<file path="config.mk">
export PLATFORM = sky130hd
export DESIGN_NAME = ipi_unit
export DESIGN_NICKNAME = d
export VERILOG_FILES = /design/src/rtl/ipi_pkg.sv /design/src/rtl/ipi_decode.sv /design/src/rtl/ipi_cpu_state.sv /design/src/rtl/ipi_event.sv /design/src/rtl/ipi_unit.sv
export SDC_FILE = /design/constraint.sdc
export NUM_CORES = 1
export LEC_CHECK = 0
export ABC_AREA = 1
export BUFFER_PORTS_ARGS = -buffer_cell sky130_fd_sc_hd__clkbuf_2
export CAP_MARGIN = 5
export CORE_MARGIN = 2
export CORE_UTILIZATION = 40
export CTS_CLUSTER_SIZE = 16
export DETAILED_ROUTE_END_ITERATION = 8
export GPL_ROUTABILITY_DRIVEN = 0
export PLACE_DENSITY = 0.76
export SLEW_MARGIN = 20
export SYNTH_ARGS = -nofsm -noshare
export SYNTH_HDL_FRONTEND = slang
export SYNTH_SLANG_ARGS = --single-unit
</file>
<file path="constraint.sdc">
create_clock -name clk -period 1.65 [get_ports clk]
set_clock_uncertainty 0.1 [all_clocks]
set_input_delay 0.2475 -clock clk [delete_from_list [all_inputs] [get_ports clk]]
set_output_delay 0.2475 -clock clk [all_outputs]
set_load 0.05 [all_outputs]
</file>
<file path="src/rtl/ipi_pkg.sv">
package ipi_pkg;
  // Register-window geometry
  localparam int WIN_SHIFT = 7;

  typedef enum logic [2:0] {
    OP_NONE, OP_WHO, OP_SEND, OP_PEND_SET, OP_PEND_CLR, OP_MASK_SET, OP_MASK_CLR
  } ipi_op_e;

  localparam logic [7:0] EVT_KIND_IPI = 8'd4;

  // Bus word <-> {self, other} pair: other in bit 0, self in bit 31
  function automatic logic [1:0] word_to_pair(input logic [31:0] w);
    return {w[31], w[0]};
  endfunction

  function automatic logic [31:0] pair_to_word(input logic [1:0] p);
    return {p[1], 30'd0, p[0]};
  endfunction

  // Priority pick: other before self, one-hot or zero
  function automatic logic [1:0] first_live(input logic [1:0] live);
    if (live[0]) return 2'b01;
    if (live[1]) return 2'b10;
    return 2'b00;
  endfunction

  function automatic logic [31:0] event_word(input logic [1:0] pick);
    if (pick == 2'b01) return {8'd0, EVT_KIND_IPI, 16'd1};
    if (pick == 2'b10) return {8'd0, EVT_KIND_IPI, 16'd2};
    return 32'd0;
  endfunction
endpackage

</file>
<file path="src/rtl/ipi_decode.sv">
module ipi_decode
  import ipi_pkg::*;
#(
  parameter int NCPU   = 4,
  parameter int CPU_W  = 2,
  parameter int ADDR_W = 16
) (
  input  logic [ADDR_W-1:0] addr,
  input  logic [CPU_W-1:0]  cpu,
  output ipi_op_e           op,
  output logic [CPU_W-1:0]  tgt
);
  localparam logic [ADDR_W-1:0] LOCAL_BASE = ADDR_W'('h2000);
  localparam logic [ADDR_W-1:0] WIN_BASE   = ADDR_W'('h5000);
  localparam logic [ADDR_W:0]   WIN_END    = (ADDR_W+1)'('h5000 + (NCPU << WIN_SHIFT));

  logic [ADDR_W-1:0] win_off;
  assign win_off = addr - WIN_BASE;

  always_comb begin
    op  = OP_NONE;
    tgt = cpu;
    if (addr == LOCAL_BASE) begin
      op = OP_WHO;
    end else if (addr[ADDR_W-1:8] == LOCAL_BASE[ADDR_W-1:8]) begin
      case (addr[7:0])
        8'h08:   op = OP_SEND;
        8'h0C:   op = OP_PEND_CLR;
        8'h24:   op = OP_MASK_SET;
        8'h28:   op = OP_MASK_CLR;
        default: op = OP_NONE;
      endcase
    end else if (addr >= WIN_BASE && {1'b0, addr} < WIN_END) begin
      tgt = win_off[WIN_SHIFT +: CPU_W];
      case (win_off[WIN_SHIFT-1:0])
        7'h08:   op = OP_PEND_SET;
        7'h0C:   op = OP_PEND_CLR;
        7'h24:   op = OP_MASK_SET;
        7'h28:   op = OP_MASK_CLR;
        default: op = OP_NONE;
      endcase
    end
  end
endmodule

</file>
<file path="src/rtl/ipi_cpu_state.sv">
module ipi_cpu_state (
  input  logic       clk,
  input  logic       rst_n,
  input  logic [1:0] set_v,
  input  logic [1:0] clr_v,
  input  logic [1:0] mset_v,
  input  logic [1:0] mclr_v,
  input  logic [1:0] amask_v,
  output logic [1:0] pend,
  output logic [1:0] mask
);
  always_ff @(posedge clk) begin
    if (!rst_n) begin
      pend <= 2'b00;
      mask <= 2'b11;
    end else begin
      pend <= (pend & ~clr_v) | set_v;
      mask <= (mask & ~mclr_v) | mset_v | amask_v;
    end
  end


  pend_set_chk: assert property (@(posedge clk) disable iff (!rst_n)
    set_v[0] |=> pend[0]);

  pend_clr_chk: assert property (@(posedge clk) disable iff (!rst_n)
    (clr_v[1] && !set_v[1]) |=> !pend[1]);

  automask_chk: assert property (@(posedge clk) disable iff (!rst_n)
    amask_v[0] |=> (mask[0] && $stable(pend[0])));

  mask_hold_chk: assert property (@(posedge clk) disable iff (!rst_n)
    (mset_v == 2'b00 && mclr_v == 2'b00 && amask_v == 2'b00) |=> $stable(mask));
endmodule

</file>
<file path="src/rtl/ipi_event.sv">
module ipi_event
  import ipi_pkg::*;
#(
  parameter int NCPU  = 4,
  parameter int CPU_W = 2
) (
  input  logic                       clk,
  input  logic                       rst_n,
  input  logic                       evt_req,
  input  logic [CPU_W-1:0]           evt_cpu,
  input  logic                       evt_hw_busy,
  input  logic [NCPU-1:0][1:0]       live,
  output logic [31:0]                evt_word,
  output logic [NCPU-1:0][1:0]       amask
);
  logic       evt_take;
  logic [1:0] evt_pick;
  logic [1:0] evt_live;

  assign evt_take = evt_req && !evt_hw_busy && (int'(evt_cpu) < NCPU);
  assign evt_live = (int'(evt_cpu) < NCPU) ? live[evt_cpu] : 2'b00;
  assign evt_pick = evt_take ? first_live(evt_live) : 2'b00;

  for (genvar c = 0; c < NCPU; c++) begin : g_amask
    assign amask[c] = (evt_cpu == CPU_W'(c)) ? evt_pick : 2'b00;
  end

  always_ff @(posedge clk) begin
    if (!rst_n)       evt_word <= 32'd0;
    else if (evt_req) evt_word <= event_word(evt_pick);
  end


  one_delivery_chk: assert property (@(posedge clk) disable iff (!rst_n)
    $onehot0(amask));

  hw_yield_chk: assert property (@(posedge clk) disable iff (!rst_n)
    (evt_req && evt_hw_busy) |=> (evt_word == 32'd0));

  other_first_chk: assert property (@(posedge clk) disable iff (!rst_n)
    (evt_take && evt_live == 2'b11) |=> (evt_word[15:0] == 16'd1));
endmodule

</file>
<file path="src/rtl/ipi_unit.sv">
module ipi_unit
  import ipi_pkg::*;
#(
  parameter int NCPU   = 4,   // 2..31: send bit 31 is reserved for "self"
  parameter int ADDR_W = 16,
  parameter int CPU_W  = $clog2(NCPU)
) (
  input  logic              clk,
  input  logic              rst_n,
  input  logic              bus_valid,
  input  logic              bus_write,
  input  logic [CPU_W-1:0]  bus_cpu,
  input  logic [ADDR_W-1:0] bus_addr,
  input  logic [31:0]       bus_wdata,
  output logic [31:0]       bus_rdata,
  input  logic              evt_req,
  input  logic [CPU_W-1:0]  evt_cpu,
  input  logic              evt_hw_busy,
  output logic [31:0]       evt_word,
  output logic [NCPU-1:0]   ipi_irq
);
  ipi_op_e          op;
  logic [CPU_W-1:0] tgt;
  logic             wr_en;
  logic             rd_en;

  logic [NCPU-1:0][1:0] pend_all, mask_all, live_all, amask_all;

  ipi_decode #(.NCPU(NCPU), .CPU_W(CPU_W), .ADDR_W(ADDR_W)) u_dec (
    .addr(bus_addr), .cpu(bus_cpu), .op(op), .tgt(tgt)
  );

  assign wr_en = bus_valid && bus_write;
  assign rd_en = bus_valid && !bus_write;

  for (genvar c = 0; c < NCPU; c++) begin : g_cpu
    logic       hit;
    logic [1:0] set_v, clr_v, mset_v, mclr_v;

    assign hit = wr_en && (tgt == CPU_W'(c));
    assign set_v[0] = wr_en && ((op == OP_SEND && bus_wdata[c]) ||
                                (op == OP_PEND_SET && tgt == CPU_W'(c) && bus_wdata[0]));
    assign set_v[1] = wr_en && ((op == OP_SEND && bus_wdata[31] && bus_cpu == CPU_W'(c)) ||
                                (op == OP_PEND_SET && tgt == CPU_W'(c) && bus_wdata[31]));
    assign clr_v  = (hit && op == OP_PEND_CLR) ? word_to_pair(bus_wdata) : 2'b00;
    assign mset_v = (hit && op == OP_MASK_SET) ? word_to_pair(bus_wdata) : 2'b00;
    assign mclr_v = (hit && op == OP_MASK_CLR) ? word_to_pair(bus_wdata) : 2'b00;

    ipi_cpu_state u_st (
      .clk(clk), .rst_n(rst_n),
      .set_v(set_v), .clr_v(clr_v), .mset_v(mset_v), .mclr_v(mclr_v),
      .amask_v(amask_all[c]),
      .pend(pend_all[c]), .mask(mask_all[c])
    );

    assign live_all[c] = pend_all[c] & ~mask_all[c];
    assign ipi_irq[c]  = |live_all[c];
  end

  ipi_event #(.NCPU(NCPU), .CPU_W(CPU_W)) u_evt (
    .clk(clk), .rst_n(rst_n),
    .evt_req(evt_req), .evt_cpu(evt_cpu), .evt_hw_busy(evt_hw_busy),
    .live(live_all), .evt_word(evt_word), .amask(amask_all)
  );

  always_ff @(posedge clk) begin
    if (!rst_n) begin
      bus_rdata <= 32'd0;
    end else if (rd_en) begin
      case (op)
        OP_WHO:      bus_rdata <= 32'(bus_cpu);
        OP_PEND_CLR: bus_rdata <= pair_to_word(pend_all[tgt]);
        OP_MASK_SET,
        OP_MASK_CLR: bus_rdata <= pair_to_word(mask_all[tgt]);
        default:     bus_rdata <= 32'd0;
      endcase
    end
  end


  whoami_chk: assert property (@(posedge clk) disable iff (!rst_n)
    (rd_en && bus_addr == ADDR_W'('h2000)) |=> (bus_rdata == 32'($past(bus_cpu))));
endmodule

</file>
# Word-level counts from Yosys, hierarchy flattened
# Index checks and enable logic that the tools add are counted.
# classes
n_addsub	1
order_cmp	4
n_eq_ne	27
n_mux	50
bitwise_logic	36
reduce_logical	67
# ops
cell	count
$mux 32	4
$pmux 32 s3	1
$mux 2	27
$logic_and 1x1->1	49
$and 2x2->2	12
$eq 8x6->1 const B	3
$not 2->2	12
$or 2x2->2	12
$pmux 3 s4	2
$eq 16x14->1 const B	1
$eq 8x4->1 const B	2
$ge 16x15->1 const B	1
$lt 16x15->1 const B	1
$eq 2x2->1 const B	7
$eq 7x4->1 const B	2
$eq 7x6->1 const B	2
$bmux 2 s2	3
$mux 1	10
$reduce_or 2->1	5
$eq 3x3->1 const B	3
$mux 3	3
$sub 9x1->9 const B	1
$eq 2x1->1 const B	4
$logic_or 1x1->1	8
5 further kinds	10
# totals
reg_bits	80
input_bits	58
output_inout_bits	68
word_cells	195

# Depth between registers and ports, before layout
# Gate-level depths: netlist (run 1).
# depth
ltp_word	18
ltp_mapped	15
mapped_depth_nobuf	15

# Hierarchy
# Synthesis (run 1) repeated with hierarchy kept, for this count alone.
# unflattened
cells_unflattened	443
hier_area_um2	2581.2
# by_module_without_submodules
module	instances	cells_each	area_each_um2	seq_area_each_um2
ipi_unit	1	205	1057.3	60.1
ipi_cpu_state	4	21	153.9	80.1
ipi_event	1	81	556.8	60.1
ipi_decode	1	73	351.6	0.0

# Least setup slack after synthesis (run 1)
# OpenSTA, ideal clock, no wires.
# synth_path
path_type	reg2out
start	register g_cpu[2].u_st.pend[1]
end	output port ipi_irq[2]
arrival_ns	1.440
t_required_ns	1.302
slack_ns	-0.138
path_stages_with_launch	3
n_path_buf	0
cell_sequence	dfxtp_1 inv_1 o21ai_0
# synth_via
elab_chain_len	2
# synth_rtl
element	line	text
start, declared	ipi_cpu_state.sv:9	output logic [1:0] pend,
start signal, assigned	ipi_cpu_state.sv:17	pend <= (pend & ~clr_v) | set_v;
$and 2x2->2	ipi_unit.sv:56	assign live_all[c] = pend_all[c] & ~mask_all[c];
$reduce_or 2->1	ipi_unit.sv:57	assign ipi_irq[c] = |live_all[c];
end, declared	ipi_unit.sv:20	output logic [NCPU-1:0] ipi_irq
# Every way passes these cells.

# Worst setup path in the final report (run 1)
# layout_path
start	input port bus_addr[15]
end	register g_cpu[1].u_st.pend[1]
# layout_via
elab_chain_len	12
word_cells_on_any_way	27
classes_between	order compare (2); eq/ne (6); mux (7); bitwise (3); reduce/logical (9)
# layout_rtl
element	line	text
start, declared	ipi_unit.sv:13	input logic [ADDR_W-1:0] bus_addr,
$ge 16x15->1 or $lt 16x15->1 (tied branches)	ipi_decode.sv:33	end else if (addr >= WIN_BASE && {1'b0, addr} < WIN_END) begin
$logic_and 1x1->1	ipi_decode.sv:33	
$mux 2	ipi_decode.sv:33	
$mux 2	ipi_decode.sv:25	end else if (addr[ADDR_W-1:8] == LOCAL_BASE[ADDR_W-1:8]) begin
$mux 2	ipi_decode.sv:23	if (addr == LOCAL_BASE) begin
$eq 2x1->1	ipi_unit.sv:40, ipi_unit.sv:44	
$logic_and 1x1->1	ipi_unit.sv:40	assign hit = wr_en && (tgt == CPU_W'(c));
$logic_and 1x1->1	ipi_unit.sv:45	assign clr_v = (hit && op == OP_PEND_CLR) ? word_to_pair(bus_wdata) : 2'b00;
$mux 2	ipi_unit.sv:45	
$not 2->2	ipi_cpu_state.sv:17	
$and 2x2->2	ipi_cpu_state.sv:17	
$or 2x2->2 *	ipi_cpu_state.sv:17	
end signal, assigned	ipi_cpu_state.sv:17	
end, declared	ipi_cpu_state.sv:9	
# Every way passes the cells marked *; elsewhere a longest branch is shown, timed or not.
# A chain may end at the register's enable or synchronous reset.

==> results of run 1 <==
-- worst reg2reg max path: cells and delay by family, from the launching register on --
family                   cells  cell delay [ns]
flip-flops                   1             0.33
AO/OA/AOI/OAI                3             0.32
adder cells (fa/ha/maj)      1             0.29
AND/OR/NAND/NOR              2             0.28
buffers and inverters        2             0.17
-- layout by cell type (no fill, tap or decap), drive strengths merged --
cell / count
a21oi: 12
a31oi: 4
buf: 40
bufinv: 1
clkbuf: 41
conb: 58
dfxtp: 22
ha: 2
inv: 46
nand2: 106
nand2b: 1
nand3: 20
nand3b: 2
nand4: 5
nor2: 45
nor3: 2
o2111ai: 8
o211ai: 4
o21ai: 26
o221ai: 1
o22ai: 1
-- flip-flops by register name (all words and copies together), names as in the netlist --
name             count
g_cpu.u_st.mask      8
u_evt.evt_word       3
bus_rdata            3
g_cpu.u_st.pend      8
-- cells by family after synthesis --
group / count (synthesis)
fa+ha+maj: 2
flops: 22
simple gates: 181
compound gates: 56
buf+inv: 108
other cells: 1
-- final cells by class --
type	instances	area share [%]
flip-flops and latches	22	15.6
well taps	72	3.16
clock buffers	3	1.45
clock inverters	1	1.05
inverters	46	6.15
repair buffers	78	17.5
multi-input cells	297	55.1
-- power breakdown --
| group | internal (uW) | leakage [uW] | total (uW) | switching (uW) |
|---|---|---|---|---|
| clock network | 325 | 0.0000357 | 521 | 196 |
| registers | 534 | 0.000179 | 535 | 1.49 |
| logic | 104 | 0.00124 | 551 | 448 |
| total | 962 | 0.00146 | 1610 | 645 |
-- what timing repair did --
| action | CTS | global route |
|---|---|---|
| pin swaps | 0 | 20 |
| setup endpoints to repair | 1 | 20 |
| buffers inserted | 0 | 8 |
| gates resized for setup | 1 | 42 |
-- path summary, 6_finish.rpt --
check                                        start                                to  slack, ns  cells after the start
setup / recovery                      bus_addr[15]  g_cpu[1].u_st.pend[1]$_SDFF_PN0_       0.06                     14
hold / removal                             evt_req   u_evt.evt_word[18]$_SDFFE_PN0P_       0.10                      2
setup reg to reg  g_cpu[2].u_st.mask[0]$_SDFF_PN1_   u_evt.evt_word[18]$_SDFFE_PN0P_       0.10                      8
hold reg to reg          bus_rdata[0]$_SDFFE_PN0P_         bus_rdata[0]$_SDFFE_PN0P_       0.37                      2
-- through the flow --
| step | power [uW] | area [sq um] |
|---|---|---|
| floorplan | 1060 | 2520 |
| global placement | 1060 | 2570 |
| detailed placement | 1070 | 2570 |
| CTS | 1570 | 2650 |
| global route | 1660 | 2850 |
| finish | 1610 | 2850 |
-- metal layers --
| metal | global-route usage (%) | part of all wire, % |
|---|---|---|
| met3 | 1.47 | 7.7 |
| met2 | 32.0 | 52 |
| met4 | 5.59 | 1.3 |
| met1 | 21.7 | 39 |
| met5 | 0 | 0 |
==> run_results.csv, run 1 <==
group,metric,value,unit
outcome,result_of_the_run,"finished, final reports clean",
timing,hold_vio_cnt_final,0,
setup_path,crit_type,"input pin to flip-flop",
die,floorplan.initialDensity,41.6,%
finish,final_nets,508,
logic_synthesis,xor_xnor_share_of_the_synthesized_area,0,%
grt,grt_overflow,0,
route,wl,5860,microns
logic_synthesis,synth_most_common_cell,"sky130_fd_sc_hd__nand2_1",
power,static_leakage_power,0.00146,uW
setup_path,worst_path_fanout_max,6,
grt,grt_start_max_net_pins,14,
setup_path,cp_slowest_stage_delay,0.17,ns
die,placeableCoreArea,5540,sq um
route,wl_per_cell,11.3,microns
finish,fillCellCount,513,
logic_synthesis,synthFlopType,"sky130_fd_sc_hd__dfxtp_1",
timing,period_needed,1.59,ns
setup_path,cp-start-kind,"input pin",
finish,area_delta_synth_final,23.7,%
route,remaining_antenna_violation_count_after_routing,0,
placed_design,dp_worst_setup_slack,-0.209,ns
finish,final_standard_cell_utilization_of_the_core,51.4,%
setup_path,cp-end-kind,"flip-flop",
logic_synthesis,synth_adder_area_share,1.09,%
logic_synthesis,yosysTopAreaCellShare,19.1,%
grt,grt_first_pass_wirelength,9200,microns
logic_synthesis,synthMuxAreaShare,0,%
logic_synthesis,ys_types,31,
die,die_w,79.9,microns
logic_synthesis,yosysTopAreaCell,"sky130_fd_sc_hd__dfxtp_1",
power,peakVddDrop,0.259,mV
timing,period_share,96.3,%
setup_path,timing.critical_path.cells,"buf_6, inv_2, nand2_4, nor2_4, nand4_1, nand2_4, nand2_8, nor2_8, nand2_4, nor2_4, nand2_2, nand2_1, nand2_1, a21oi_1",
clocking,numCtsBuffers,3,
die,i_o_pins,126,
clocking,max-clock-path-buffers,2,
clocking,tritoncts_num_sinks,22,
placed_design,dp.final_hpwl,4650,microns
timing,finalSetupViolCount,0,
timing,final.setup.tns,0,ns
logic_synthesis,synthesis.area_per_instance,6.23,sq um
clocking,cts_htree_levels,1,
setup_path,critical_path.most_common_cell,"sky130_fd_sc_hd__nand2_4",
run,cap_violations,0,
logic_synthesis,async_reset_ff_share,0,%
route,dr.first_iter.drc_count,173,
finish,layoutNonFillerInstCount,519,
route,routed-via-count,2504,
placed_design,placed_cells,507,
setup_path,crit_buf_inv,2,
clocking,cts.clk_slew.worst_paths,0.09,ns
clocking,clk_latency,0.27,ns
clocking,cts.root.buffer_cell,"sky130_fd_sc_hd__clkbuf_8",
logic_synthesis,ys_top_cells_by_count,"sky130_fd_sc_hd__nand2_1, sky130_fd_sc_hd__buf_4, sky130_fd_sc_hd__inv_1",
logic_synthesis,synth-warning-count,0,
grt,grt_usage,17.6,%
logic_synthesis,number_of_enable_flip_flop_cells_after_synthesis,0,
finish,multi_input_area,1570,sq um
grt,first_global_vias,2201,
setup_path,critPathRequiredTime,1.75,ns
worst_hold_path,worst_hold_path_type,"input pin to flip-flop",
finish,n_diodes,0,
logic_synthesis,syn_inst,370,
grt,antenna_found_initial,0,
route,drt_first_pass_iters,5,
clocking,clock_tree_from_tritoncts,"built",
logic_synthesis,synth_compound_area_share,14.7,%
die,die-height,79.9,microns
logic_synthesis,synth_area,2300,sq um
placed_design,place.port_buffers,40,
route,post-route-drc-count,0,
logic_synthesis,synth-simple-area-share,37.6,%
power,powerDensity,564,nW/um^2
logic_synthesis,ys_ff_latch,22,
timing,fmaxAchievable,0.630,GHz
timing,maxSlewViolCount,0,
logic_synthesis,synth.yosys.seq_area_share,19.1,%
die,dieArea,6380,sq um
logic_synthesis,dominant_combinational_cell_family_by_area_after_synthesis,"simple AND/OR/NAND/NOR gates",
logic_synthesis,synth.area.top_cells,"sky130_fd_sc_hd__dfxtp_1, sky130_fd_sc_hd__buf_4, sky130_fd_sc_hd__nand2_1",
timing,holdWs,0.101,ns
finish,regArea,444,sq um
route,viasPerCell,4.82,
setup_path,cp_data_arrival_time,1.69,ns
setup_path,critPathSlowestCell,"sky130_fd_sc_hd__nand2_4",
finish,final_layout_size_suffix_gt1_share,32.0,%
setup_path,cp_top_delay_family,"simple AND/OR/NAND/NOR gates",
clocking,holdBufCountCts,0,
die,num_rows,27,
timing,setup_slack,0.0616,ns
Note: power is estimated with default switching activity, not from simulation.
==> run 2: changes to the inputs <==
Settings changed: PLACE_DENSITY 0.76 to 0.73.
Clock period 1.65 ns to 1.8 ns, I/O delays scaled along.
==> run 2 against run 1 <==
  * Cell area decreased by 11%
  * Count of clock-buffer cells in the layout unchanged
  * Worst hold slack improved by 0.016 ns
  * Final cell count decreased by 4.6%
  * Non-clock buffer count decreased by 24
  * Routed wire length decreased by 12%
  * Global-route usage decreased by 0.72 points
  * Die area unchanged
  * First-iteration DRC count decreased by 37%
  * Largest power group is now registers
==> run_results.csv, run 2 (synthesis gave the netlist of run 1 again) <==
group,metric,value,unit
outcome,result_of_the_run,"finished, final reports clean",
route,dr.first_iter.drc_count,109,
timing,finalSetupViolCount,0,
setup_path,critical_path.most_common_cell,"sky130_fd_sc_hd__nand2_1",
placed_design,place.port_buffers,40,
power,power.share.switching,40.5,%
setup_path,critPathSlowestCell,"sky130_fd_sc_hd__nor2_2",
setup_path,cp-end-kind,"flip-flop",
route,routed-via-count,2311,
finish,mostFrequentLayoutCells,"sky130_fd_sc_hd__nand2_1, sky130_fd_sc_hd__conb_1, sky130_fd_sc_hd__inv_1, sky130_fd_sc_hd__clkbuf_2, sky130_fd_sc_hd__nor2_1",
clocking,clock_tree_from_tritoncts,"built",
setup_path,worstRegToRegCells,8,
grt,grt_first_pass_wirelength,8670,microns
timing,fmaxAchievable,0.621,GHz
power,p_int,853,uW
die,floorplan.initialDensity,41.6,%
setup_path,crit_type,"input pin to flip-flop",
power,power_frac_clock,33.8,%
grt,grt_start_max_net_pins,15,
setup_path,timing.critical_path.cells,"clkbuf_2, inv_1, nand2_1, nor2_1, nand4_1, nand2_4, nand3_2, nor2_2, nand2_1, o21ai_0, o2111ai_1",
route,viasPerCell,4.67,
clocking,numCtsBuffers,3,
die,num_rows,27,
power,combinationalPowerShare,31.9,%
finish,final_nets,484,
route,wl,5170,microns
die,dieArea,6380,sq um
grt,grt_usage,16.9,%
power,powerDensity,563,nW/um^2
timing,maxSlewViolCount,0,
grt,grt_overflow,0,
placed_design,placement.cell_area,2450,sq um
route,wl_per_cell,10.5,microns
power,power_switching,580,uW
clocking,holdBufCountCts,0,
power,peakVddDrop,0.229,mV
route,wl_met2,2500,microns
run,cap_violations,0,
setup_path,critPathRequiredTime,1.85,ns
clocking,cts_htree_levels,1,
route,wl_met1,2250,microns
setup_path,cp-start-kind,"input pin",
die,placeableCoreArea,5540,sq um
timing,period_share,89.4,%
power,total_power,1430,uW
clocking,cts.root.buffer_cell,"sky130_fd_sc_hd__clkbuf_8",
finish,final_design_area_no_fill,2550,sq um
route,drt_first_pass_iters,4,
die,i_o_pins,126,
clocking,tritoncts_num_sinks,22,
clocking,cts.clk_slew.worst_paths,0.09,ns
setup_path,r2r_slack,0.20,ns
setup_path,worst_setup_path_startpoint,"bus_addr[15]",
clocking,max-clock-path-buffers,2,
setup_path,cp_slowest_stage_delay,0.21,ns
placed_design,dp.final_hpwl,4300,microns
clocking,clk_latency,0.28,ns
grt,antenna_found_initial,0,
setup_path,r2r_start,"g_cpu[1].u_st.mask[0]$_SDFF_PN1_",
route,met3_length,353,microns
setup_path,worst_path_fanout_max,4,
route,routed.top_layer,"met4",
setup_path,crit-reg2reg-capture,"u_evt.evt_word[18]$_SDFFE_PN0P_",
timing,period_needed,1.61,ns
finish,layout_commonest_cell,"sky130_fd_sc_hd__nand2_1",
route,remaining_antenna_violation_count_after_routing,0,
route,post-route-drc-count,0,
setup_path,crit_path_end,"g_cpu[2].u_st.mask[1]$_SDFF_PN1_",
finish,final_layout_size_suffix_gt1_share,22.9,%
finish,area_delta_synth_final,10.5,%
worst_hold_path,worst_hold_path_type,"input pin to flip-flop",
grt,first_global_vias,2004,
die,die-height,79.9,microns
timing,hold_vio_cnt_final,0,
power,seqPwrFrac,34.3,%
die,die_w,79.9,microns
finish,n_diodes,0,
finish,reg_top3,"g_cpu.u_st.mask: 8 flops, g_cpu.u_st.pend: 8 flops",
power,static_leakage_power,0.00135,uW
timing,grt_setup_unrepaired,"false",
setup_path,cp_data_arrival_time,1.66,ns
-- run 2: area by class of cell --
cell class | instances | area (sq um)
Tap cell | 72 | 90.1
Multi-Input combinational cell | 297 | 1470
Sequential cell | 22 | 440
Timing Repair Buffer | 54 | 305
Inverter | 46 | 173
Clock buffer | 3 | 41.3
Clock inverter | 1 | 30.0
Fill cell | 552 | 2990
-- run 2: through the flow --
| stage | cells | setup slack [ns] | setup TNS (ns) | util (%) | hold slack (ns) |
|---|---|---|---|---|---|
| finish | 495 | 0.190 | 0 | 46.0 | 0.117 |
| global route | 495 | 0.0226 | 0 | 46.0 | 0.145 |
| CTS | 495 | 0.132 | 0 | 45.6 | 0.118 |
| detailed placement | 491 | -0.100 | -0.496 | 44.3 | 0.358 |
| global placement | 491 | -0.0369 | -0.132 | 44.3 | 0.358 |
| floorplan | 427 | 0.229 | 0 | - | 0.259 |
-- run 2: worst min path at each step --
stage,slack [ns],end,start,cells past startpoint
after detailed placement,0.36,bus_rdata[31]$_SDFFE_PN0P_,bus_rdata[31]$_SDFFE_PN0P_,2
final,0.12,u_evt.evt_word[18]$_SDFFE_PN0P_,evt_req,2
after floorplan,0.26,u_evt.evt_word[18]$_SDFFE_PN0P_,evt_req,1
after CTS,0.12,u_evt.evt_word[18]$_SDFFE_PN0P_,evt_req,2
after global placement,0.36,bus_rdata[31]$_SDFFE_PN0P_,bus_rdata[31]$_SDFFE_PN0P_,2
after global routing,0.15,u_evt.evt_word[18]$_SDFFE_PN0P_,evt_req,2
-- run 2: power by group through the flow --
stage | logic, uW | registers [uW] | clock network (uW)
after global routing | 489 | 491 | 495
after detailed placement | 452 | 502 | 0
final | 458 | 491 | 484
after CTS | 453 | 491 | 482
after floorplan | 462 | 513 | 0
after global placement | 449 | 502 | 0
-- run 2: layer usage --
layer  vias up  GRT usage, %
li1       1179             -
met4         0          5.25
met5         -             0
met1      1033          21.2
met2        93          29.8
met3         6          2.04
-- run 2: worst max-delay path: cells and delay by family --
family / cells / cell delay, ns
AND/OR/NAND/NOR: 7 / 0.88
AO/OA/AOI/OAI: 2 / 0.34
buffers and inverters: 2 / 0.16
-- run 2: timing repair --
action                                  in CTS  in global routing
resized for setup                            0                  6
buffers inserted                             0                  0
endpoints found under the setup margin       0                  5
==> run 3: changes to the inputs <==
Settings changed: MAX_ROUTING_LAYER set to met4, PLACE_DENSITY 0.73 to 0.75, SYNTH_HIERARCHICAL set to 1.
==> run 3 against run 2 <==
  * Register-to-register slack improved by 0.03 ns
  * Global-route usage decreased by 0.98 points
  * Routed wire length increased by 10%
  * Cell area increased by 16%
  * Combinational power increased by 12%
  * Clock power decreased by 36%
  * Sequential power increased by 0.8%
==> run_results.csv, run 3 <==
group,metric,value,unit
worst_hold_path,hold-path-endpoint,"u_evt/evt_word[18]$_SDFFE_PN0P_",
finish,reg_top3,"g_cpu.u_st/mask: 8 flops, g_cpu.u_st/pend: 8 flops",
finish,n_diodes,0,
setup_path,r2r_start,"g_cpu[0].u_st/pend[1]$_SDFF_PN0_",
grt,antenna_found_initial,0,
die,die_w,84.3,microns
route,remaining_antenna_violation_count_after_routing,0,
logic_synthesis,syn_inst,443,
run,cap_violations,0,
setup_path,crit_type,"input pin to flip-flop",
route,wl_per_cell,9.79,microns
worst_hold_path,worst_hold_path.num_cells,2,
setup_path,worst_path_fanout_max,5,
die,num_rows,29,
logic_synthesis,ys_types,30,
worst_hold_path,worst_hold_path_type,"input pin to flip-flop",
clocking,holdBufCountCts,0,
setup_path,cp-end-kind,"flip-flop",
placed_design,place.port_buffers,40,
route,wl,5690,microns
die,placeableCoreArea,6280,sq um
logic_synthesis,synth_most_common_cell,"sky130_fd_sc_hd__nand2_1",
logic_synthesis,ys_top_cells_by_count,"sky130_fd_sc_hd__nand2_1, sky130_fd_sc_hd__inv_1, sky130_fd_sc_hd__buf_4",
placed_design,placed_cells,575,
finish,layoutNonFillerInstCount,581,
setup_path,r2r_slack,0.23,ns
setup_path,cp-start-kind,"input pin",
logic_synthesis,number_of_enable_flip_flop_cells_after_synthesis,0,
route,dr.first_iter.drc_count,170,
clocking,max-clock-path-buffers,2,
grt,grt_usage,15.9,%
die,floorplan.initialDensity,41.1,%
logic_synthesis,async_reset_ff_share,0,%
grt,grt_overflow,0,
setup_path,crit-reg2reg-capture,"u_evt/evt_word[18]$_SDFFE_PN0P_",
route,post-route-drc-count,0,
timing,finalSetupViolCount,0,
logic_synthesis,synth_area,2580,sq um
timing,holdWs,0.136,ns
placed_design,dp.final_hpwl,4590,microns
power,powerDensity,446,nW/um^2
timing,fmaxAchievable,0.559,GHz
setup_path,worstRegToRegCells,10,
logic_synthesis,synthesis.area_per_instance,5.83,sq um
logic_synthesis,synth.area.top_cells,"sky130_fd_sc_hd__buf_4, sky130_fd_sc_hd__dfxtp_1, sky130_fd_sc_hd__nand2_1",
timing,maxSlewViolCount,0,
clocking,cts_htree_levels,1,
timing,period_needed,1.79,ns
logic_synthesis,yosysTopAreaCell,"sky130_fd_sc_hd__buf_4",
route,routed-via-count,2553,
die,i_o_pins,126,
die,die-height,84.3,microns
power,peakVddDrop,0.378,mV
setup_path,cp_data_arrival_time,1.89,ns
grt,grt_first_pass_wirelength,9180,microns
route,viasPerCell,4.39,
route,drt_first_pass_iters,4,
grt,grt_start_max_net_pins,13,
timing,grt_setup_unrepaired,"true",
finish,mostFrequentLayoutCells,"sky130_fd_sc_hd__nand2_1, sky130_fd_sc_hd__inv_1, sky130_fd_sc_hd__conb_1, sky130_fd_sc_hd__nor2_1, sky130_fd_sc_hd__clkbuf_2",
setup_path,critPathRequiredTime,1.90,ns
clocking,clk_latency,0.27,ns
logic_synthesis,synth-warning-count,6,
outcome,result_of_the_run,"finished, final reports clean",
die,dieArea,7110,sq um
clocking,tritoncts_num_sinks,22,
clocking,numCtsBuffers,3,
finish,final_nets,566,
finish,final_layout_size_suffix_gt1_share,28.8,%
clocking,clock_tree_from_tritoncts,"built",
clocking,cts.root.buffer_cell,"sky130_fd_sc_hd__clkbuf_8",
timing,hold_vio_cnt_final,0,
timing,period_share,99.4,%
logic_synthesis,ys_ff_latch,22,
logic_synthesis,yosysTopAreaCellShare,17.2,%
power,static_leakage_power,0.00149,uW
finish,area_delta_synth_final,14.4,%
logic_synthesis,synthFlopType,"sky130_fd_sc_hd__dfxtp_1",
clocking,cts.clk_slew.worst_paths,0.07,ns
grt,first_global_vias,2253,
logic_synthesis,synth.yosys.seq_area_share,17.1,%
worst_hold_path,hp-start,"evt_req",
finish,layout_commonest_cell,"sky130_fd_sc_hd__nand2_1",
[run 3: changes by cell type in the layout (fill, tap and decap cells not counted), moves of 10 or more]
| cell | delta |
|---|---|
| sky130_fd_sc_hd__nor2_2 | +12 |
| sky130_fd_sc_hd__buf_4 | +10 |
| sky130_fd_sc_hd__inv_1 | +22 |
| sky130_fd_sc_hd__nor2_1 | +23 |
| sky130_fd_sc_hd__nand2_1 | +12 |
| sky130_fd_sc_hd__inv_2 | +13 |
| sky130_fd_sc_hd__o21ai_1 | -12 |
[run 3: what timing repair did]
item / CTS / global route
setup buffers: 0 / 3
endpoints found under the setup margin: 0 / 16
gates resized for setup: 0 / 22
[run 3: cell families (layout without fill, tap and decap cells)]
kind of cell	count (synthesis)	after routing	synth area share, %
AND/OR/NAND/NOR	242	242	44.0
buffers and inverters	146	151	30.4
AO/OA/AOI/OAI	29	29	7.27
flip-flops	22	22	17.1
adder cells (fa/ha/maj)	2	2	0.969
other	2	58	0.291
[run 3: stage by stage]
stage	TNS, ns	instance area, sq um	setup slack [ns]	utilization [%]	total power [uW]
finish	0	2950	0.0108	47.1	1320
global route	-0.722	2950	-0.124	47.1	1370
CTS	0	2820	0.131	44.9	1300
detailed placement	-1.94	2780	-0.136	44.3	999
global placement	-1.46	2780	-0.124	44.3	994
floorplan	0	2790	0.0791	-	1010
[run 3: layer usage]
metal / up-vias / track usage, % / part of all wire (%)
li1: 1344 / - / -
met1: 1109 / 19.2 / 45
met2: 90 / 27.9 / 48
met3: 10 / 1.67 / 5.2
met4: 0 / 4.62 / 1.8
met5: - / - / 0
[run 3: worst max-delay path, cell delays in order]
cell and delay [ns]:
sky130_fd_sc_hd__clkbuf_2 0.09, sky130_fd_sc_hd__nor2_1 0.09, sky130_fd_sc_hd__nand3_1 0.08, sky130_fd_sc_hd__nor2_2 0.16, sky130_fd_sc_hd__inv_2 0.12, sky130_fd_sc_hd__buf_12 0.14
sky130_fd_sc_hd__o21ai_4 0.18, sky130_fd_sc_hd__buf_4 0.17, sky130_fd_sc_hd__buf_4 0.11, sky130_fd_sc_hd__nand4_1 0.11, sky130_fd_sc_hd__a21oi_2 0.18, sky130_fd_sc_hd__inv_1 0.05
sky130_fd_sc_hd__a21oi_1 0.12
[run 3: power by group]
part           leakage [uW]  internal [uW]  switching (uW)  total [uW]
Clock             0.0000216            150             161         311
Combinational       0.00129           84.9             426         511
Sequential         0.000178            492            2.68         495
[run 3: worst max path at each step]
stage | start | endpoint | slack, ns | cells after the start
final | bus_addr[11] | g_cpu[3].u_st/pend[1]$_SDFF_PN0_ | 0.01 | 13
after global routing | bus_addr[11] | g_cpu[3].u_st/pend[1]$_SDFF_PN0_ | -0.12 | 13
after CTS | bus_addr[11] | g_cpu[3].u_st/mask[0]$_SDFF_PN1_ | 0.13 | 14
after detailed placement | bus_addr[11] | g_cpu[2].u_st/mask[0]$_SDFF_PN1_ | -0.14 | 13
after global placement | bus_addr[11] | g_cpu[0].u_st/mask[1]$_SDFF_PN1_ | -0.12 | 16
after floorplan | bus_addr[11] | g_cpu[0].u_st/mask[0]$_SDFF_PN1_ | 0.08 | 15
[run 3: layout make-up]
type	count	area, sq um
multi-input cells	331	1660
flip-flops and latches	22	440
well taps	77	96.3
inverters	83	314
clock buffers	3	41.3
fillers	643	3320
repair buffers	65	400
